[src/rtl/lcd_seq_pkg.sv]
package lcd_seq_pkg;

  typedef enum logic [1:0] {
    OP_PUTC  = 2'b00,
    OP_CLEAR = 2'b01,
    OP_BKSP  = 2'b10,
    OP_HOME  = 2'b11
  } op_e;

  typedef struct packed {
    logic       stop;
    op_e        op;
    logic [7:0] ch;
  } step_t;

  typedef enum logic [2:0] {
    ST_IDLE,
    ST_FETCH,
    ST_ARM,
    ST_HOLD,
    ST_DRAIN,
    ST_HALT
  } st_e;

  localparam int unsigned SCRIPT_STEPS = 9;

  function automatic step_t mk_step(op_e op, logic [7:0] ch);
    step_t s;
    s.stop = 1'b0;
    s.op   = op;
    s.ch   = (op == OP_PUTC) ? ch : 8'h00;
    return s;
  endfunction

  function automatic step_t script_at(int unsigned i);
    step_t s;
    case (i)
      0:       s = mk_step(OP_CLEAR, 8'h00);
      1:       s = mk_step(OP_PUTC, 8'h48);
      2:       s = mk_step(OP_PUTC, 8'h45);
      3:       s = mk_step(OP_PUTC, 8'h4C);
      4:       s = mk_step(OP_PUTC, 8'h4C);
      5:       s = mk_step(OP_PUTC, 8'h4F);
      6:       s = mk_step(OP_BKSP, 8'h00);
      7:       s = mk_step(OP_PUTC, 8'h21);
      8:       s = mk_step(OP_HOME, 8'h00);
      default: begin
        s      = mk_step(OP_PUTC, 8'h00);
        s.stop = 1'b1;
      end
    endcase
    return s;
  endfunction

  function automatic logic [31:0] idx_next(logic [31:0] i);
    return i + 32'd1;
  endfunction

endpackage

[src/rtl/lcd_seq_script.sv]
module lcd_seq_script
  import lcd_seq_pkg::*;
#(
  parameter int unsigned IDX_W = 4
) (
  input  logic [IDX_W-1:0] idx,
  output logic             stop,
  output op_e              op,
  output logic [7:0]       ch
);
  step_t cur;

  always_comb begin
    cur  = script_at(32'(idx));
    stop = cur.stop;
    op   = cur.op;
    ch   = cur.ch;
  end
endmodule

[src/rtl/lcd_seq_ctrl.sv]
module lcd_seq_ctrl
  import lcd_seq_pkg::*;
#(
  parameter int unsigned IDX_W = 4
) (
  input  logic             clk,
  input  logic             rst_n,
  input  logic             go,
  input  logic             ready,
  input  logic             stop,
  output logic [IDX_W-1:0] idx,
  output logic             load_en,
  output logic             ev_launch,
  output logic             ev_retire,
  output logic             halted
);
  st_e st_q, st_d;
  logic [IDX_W-1:0] idx_q, idx_d;

  always_comb begin
    st_d      = st_q;
    idx_d     = idx_q;
    load_en   = 1'b0;
    ev_launch = 1'b0;
    ev_retire = 1'b0;
    unique case (st_q)
      ST_IDLE: begin
        if (go) begin
          st_d  = ST_FETCH;
          idx_d = '0;
        end
      end
      ST_FETCH: begin
        if (stop) begin
          st_d = ST_HALT;
        end else begin
          load_en = 1'b1;
          st_d    = ST_ARM;
        end
      end
      ST_ARM: begin
        if (ready) begin
          ev_launch = 1'b1;
          st_d      = ST_HOLD;
        end
      end
      ST_HOLD: begin
        if (!ready) begin
          ev_retire = 1'b1;
          idx_d     = IDX_W'(idx_next(32'(idx_q)));
          st_d      = ST_DRAIN;
        end
      end
      ST_DRAIN: begin
        if (ready) st_d = ST_FETCH;
      end
      ST_HALT: begin
        if (!go) st_d = ST_IDLE;
      end
      default: st_d = ST_IDLE;
    endcase
  end

  always_ff @(posedge clk or negedge rst_n) begin
    if (!rst_n) begin
      st_q  <= ST_IDLE;
      idx_q <= '0;
    end else begin
      st_q  <= st_d;
      idx_q <= idx_d;
    end
  end

  assign idx    = idx_q;
  assign halted = (st_q == ST_HALT);
endmodule

[src/rtl/lcd_seq_outreg.sv]
module lcd_seq_outreg
  import lcd_seq_pkg::*;
(
  input  logic       clk,
  input  logic       rst_n,
  input  logic       load_en,
  input  op_e        op,
  input  logic [7:0] ch,
  input  logic       ev_launch,
  input  logic       ev_retire,
  output logic       strobe,
  output logic [1:0] cmd,
  output logic [7:0] data
);
  logic       strobe_q;
  logic [1:0] cmd_q;
  logic [7:0] data_q;

  always_ff @(posedge clk or negedge rst_n) begin
    if (!rst_n) begin
      strobe_q <= 1'b0;
      cmd_q    <= 2'b00;
      data_q   <= 8'h00;
    end else begin
      if (load_en) begin
        cmd_q  <= op;
        data_q <= ch;
      end
      if (ev_launch)      strobe_q <= 1'b1;
      else if (ev_retire) strobe_q <= 1'b0;
    end
  end

  assign strobe = strobe_q;
  assign cmd    = cmd_q;
  assign data   = data_q;
endmodule

[src/rtl/lcd_msg_seq.sv]
module lcd_msg_seq
  import lcd_seq_pkg::*;
#(
  parameter int unsigned IDX_W = 4
) (
  input  logic       clk,
  input  logic       rst_n,
  input  logic       go,
  input  logic       ready,
  output logic       strobe,
  output logic [1:0] cmd,
  output logic [7:0] data,
  output logic       done
);
  localparam int unsigned IDX_CAP = 1 << IDX_W;

  logic [IDX_W-1:0] idx;
  logic             stop_raw, stop;
  op_e              op;
  logic [7:0]       ch;
  logic             load_en;
  logic             ev_launch;
  logic             ev_retire;

  lcd_seq_script #(.IDX_W(IDX_W)) u_script (
    .idx (idx),
    .stop(stop_raw),
    .op  (op),
    .ch  (ch)
  );

  generate
    if (IDX_CAP > SCRIPT_STEPS) begin : g_fit
      assign stop = stop_raw;
    end else begin : g_clip
      assign stop = stop_raw || (32'(idx) >= IDX_CAP - 1);
    end
  endgenerate

  lcd_seq_ctrl #(.IDX_W(IDX_W)) u_ctrl (
    .clk      (clk),
    .rst_n    (rst_n),
    .go       (go),
    .ready    (ready),
    .stop     (stop),
    .idx      (idx),
    .load_en  (load_en),
    .ev_launch(ev_launch),
    .ev_retire(ev_retire),
    .halted   (done)
  );

  lcd_seq_outreg u_out (
    .clk      (clk),
    .rst_n    (rst_n),
    .load_en  (load_en),
    .op       (op),
    .ch       (ch),
    .ev_launch(ev_launch),
    .ev_retire(ev_retire),
    .strobe   (strobe),
    .cmd      (cmd),
    .data     (data)
  );
endmodule

[config.mk]
export PLATFORM = sky130hd
export DESIGN_NAME = lcd_msg_seq
export DESIGN_NICKNAME = d
export VERILOG_FILES = /design/src/rtl/lcd_seq_pkg.sv /design/src/rtl/lcd_seq_script.sv /design/src/rtl/lcd_seq_ctrl.sv /design/src/rtl/lcd_seq_outreg.sv /design/src/rtl/lcd_msg_seq.sv
export SDC_FILE = /design/constraint.sdc
export NUM_CORES = 1
export LEC_CHECK = 0
export CORE_UTILIZATION = 51
export CTS_CLUSTER_DIAMETER = 30
export DETAILED_ROUTE_END_ITERATION = 6
export PLACE_DENSITY = 0.74
export SLEW_MARGIN = 0
export SYNTH_ARGS = -nofsm -noshare
export SYNTH_HDL_FRONTEND = slang
export SYNTH_SLANG_ARGS = --single-unit
[constraint.sdc]
create_clock -name clk -period 2.1 [get_ports clk]
set_input_delay 0.42 -clock clk [delete_from_list [all_inputs] [get_ports clk]]
set_output_delay 0.42 -clock clk [all_outputs]
set_load 0.05 [all_outputs]
==> results.toml <==
[outcome]
status = "completed"

[cells_and_area]
nNetsFinal = 117
area_growth_pct = 23.36
diodes = 0
fillerInstances = 151
multi_input_area_sq_um = 478.0
drive_above_1_share = 0.1810
utilization = 0.6659
regArea_sq_um = 400.4

[critical_path]
cp-start-kind = "flop"
cp_data_arrival_time_ns = 1.47
crit_required_ns = 1.68
cp.buffers_inverters = 1
r2r-end = "u_out.cmd[0]$_DFFE_PN0P_"
cp_slowest_cell = "clkdlybuf4s50_1"
path_max_fanout = 3
critPathKind = "flop to output port"
crit_family = "buffers and inverters"
rrSetupSlack_ns = 0.35
worst-path-stages = 1
crit_chain = "clkdlybuf4s50_1"
r2r_start = "u_ctrl.idx[0]$_DFFE_PN0P_"
r2r_cells = 5
slowest_delay_ns = 0.81
cp-end-kind = "output port"

[timing]
rsz0062_at_grt = "no"
hold_viol_final = 0
finalSetupViolations = 0
setup_ws_ns = 0.2120
period_needed_ns = 1.888
fmax_ghz = 0.5297
tightest_slew_ns = 0.5052
period_share = 0.8990
final_max_slew_viol_count = 0
slew_headroom = 0.6622
finClkSkew_ns = 0.004762
tns_ns = 0

[placed_design]
place.gp.congestion = 0.8290
pre_cts_ws_ns = 0.2179
place_hpwl_microns = 1185
port_buffers = 13

[yosys]
synth.cell_area_sq_um = 932.1
synth.most_common_cell = "dfrtp_1"
async_flop_share = 1.000
ys_ff_latch = 16
yosysUniqueCellTypes = 33
netlist_instances = 87
synth_edf_count = 0
syn_area_per_cell_sq_um = 10.71
synth_area_leaders = "dfrtp_1 (43%), ha_1 (9.4%), mux2_2 (7.2%), inv_1 (3.6%), a21oi_1 (3.2%)"
yosysWarnings = 0
yosys.area.top_type = "dfrtp_1"
ys.flop_type = "dfrtp_1"
post-synth-top-area-fraction = 0.4295
synth_commonest_cells = "dfrtp_1 (16), inv_1 (9), ha_1 (7)"
ys_seq_area_frac = 0.4295

[power]
p_clk_frac = 0.134
p_leak_nw = 0.5398
peakVddDrop_v = 0.0007855
switchingPower_mw = 0.6538
p_comb_frac = 0.534
cellPowerDensity_nw_per_um2 = 1296
total_power_mw = 1.491
intPower_mw = 0.8368
p_sw_frac = 0.4386
p_seq_frac = 0.332

[min_path]
hold_path.class = "input pin to async pin"

[global_route]
grt_use_total = 0.1868
antenna_found_initial = 0
grt_pass1_vias = 625
grt_pass1_wl_microns = 2704
grt_overflow = 0
grt_max_degree = 17

[routing]
vias_per_cell = 5.008
ant_nets = 0
dr.first_iter.drc_count = 8
drc = 0
wl_microns = 1529
wire_per_inst_microns = 11.76
route.vias.total = 651
firstDrtPassIters = 4

[cts]
ctsRootBufferMaster = "clkbuf_4"
cts_max_level = 1
numClockSinks = 16
cts_tree = "done"
cts_resized = 0
cts_setup_buffers = 0
clockBufferDepth = 2
postCtsHoldBufs = 0
cts_buffers = 3
clock_latency_ns = 0.29
cts.clk_slew.worst_paths_ns = 0.09

[die]
dieArea_sq_um = 2003
dieHeight_microns = 44.75
die_x_microns = 44.75
num_io_pins = 16
initial_core_util = 0.5399
placeableCoreArea_sq_um = 1727
num_rows = 15

[run]
maxCapViolCount = 0
[cell families (layout without fill, tap and decap cells)]
| group | after synthesis | after routing | synth area share |
|---|---|---|---|
| AND/OR/NAND/NOR | 23 | 23 | 0.1597 |
| AO/OA/AOI/OAI | 19 | 19 | 0.1571 |
| flip-flops | 16 | 16 | 0.4295 |
| adder cells (fa/ha/maj) | 7 | 7 | 0.09396 |
| multiplexers | 8 | 8 | 0.09396 |
| buffers and inverters | 13 | 30 | 0.06173 |
| other | 1 | 2 | 0.004023 |
[layout by cell type (no fill, tap or decap)]
master	Yosys	layout
a211o_1	1	1
a211oi_4	1	1
a21o_1	1	1
a21oi_1	6	6
a22o_1	3	3
a311o_1	1	1
a311oi_1	1	1
and2_1	1	1
and3_1	2	2
and4_1	1	1
and4bb_1	1	1
buf_12	0	1
buf_4	2	4
clkbuf_4	0	3
clkbuf_8	0	1
clkdlybuf4s50_1	0	12
conb_1	1	2
dfrtp_1	16	16
ha_1	7	7
inv_1	9	9
mux2_2	6	6
mux2i_1	2	2
nand2_1	3	3
nand2b_1	3	3
nand2b_2	1	1
nand2b_4	1	1
nand3_1	1	1
nor2_1	3	3
nor2b_1	3	3
nor3_1	1	1
nor3b_1	1	1
o21ai_0	2	2
o2bb2ai_1	2	2
o31ai_1	1	1
or3b_2	1	1
[state kept, by name (all words and copies together) (netlist names)]
name          flops
u_out.data        6
u_ctrl.idx        4
u_ctrl.st_q       3
u_out.cmd         2
u_out.strobe      1
[metal layers]
metal	share of wire	routed length [microns]	vias up	GRT usage
met2	0.45	694	13	0.3059
li1	-	-	341	-
met5	0	0	-	0
met4	0.0059	9	0	0.02424
met1	0.49	753	295	0.2448
met3	0.047	72	2	0.06800
[stage by stage]
stage / cells / instance area [sq um] / hold slack, ns
after floorplan: 88 / 935.9 / 0.1244
after global placement: 126 / 1114 / 0.4885
after detailed placement: 126 / 1114 / 0.4968
after CTS: 130 / 1150 / 0.4471
after global routing: 130 / 1150 / 0.4605
final: 130 / 1150 / 0.4424
[cell type report]
| cell class | count | share of cell area |
|---|---|---|
| clock buffers | 4 | 0.03156 |
| inverters | 9 | 0.02938 |
| multi-input cells | 59 | 0.4157 |
| flip-flops and latches | 16 | 0.3482 |
| well taps | 25 | 0.02720 |
| repair buffers | 17 | 0.1480 |
[power by group through the flow]
stage / combinational [mW] / sequential [mW] / clock [mW]
2_1_floorplan: 0.406 / 0.663 / 0
3_5_place_dp: 0.805 / 0.501 / 0
4_1_cts: 0.806 / 0.495 / 0.207
5_1_grt: 0.870 / 0.514 / 0.221
6_report: 0.796 / 0.495 / 0.200
3_3_place_gp: 0.789 / 0.498 / 0
[worst max path at each step]
| stage | from | slack (ns) | endpoint |
|---|---|---|---|
| final | u_out.strobe$_DFFE_PN0P_ | 0.21 | strobe |
| after global routing | u_out.strobe$_DFFE_PN0P_ | 0.18 | strobe |
| after global placement | ready | 0.29 | u_ctrl.idx[3]$_DFFE_PN0P_ |
| after floorplan | u_ctrl.st_q[1]$_DFFE_PN0P_ | 0.38 | done |
| after CTS | u_out.strobe$_DFFE_PN0P_ | 0.20 | strobe |
| after detailed placement | ready | 0.22 | u_ctrl.idx[3]$_DFFE_PN0P_ |
Power figures use the tool's default switching activity.
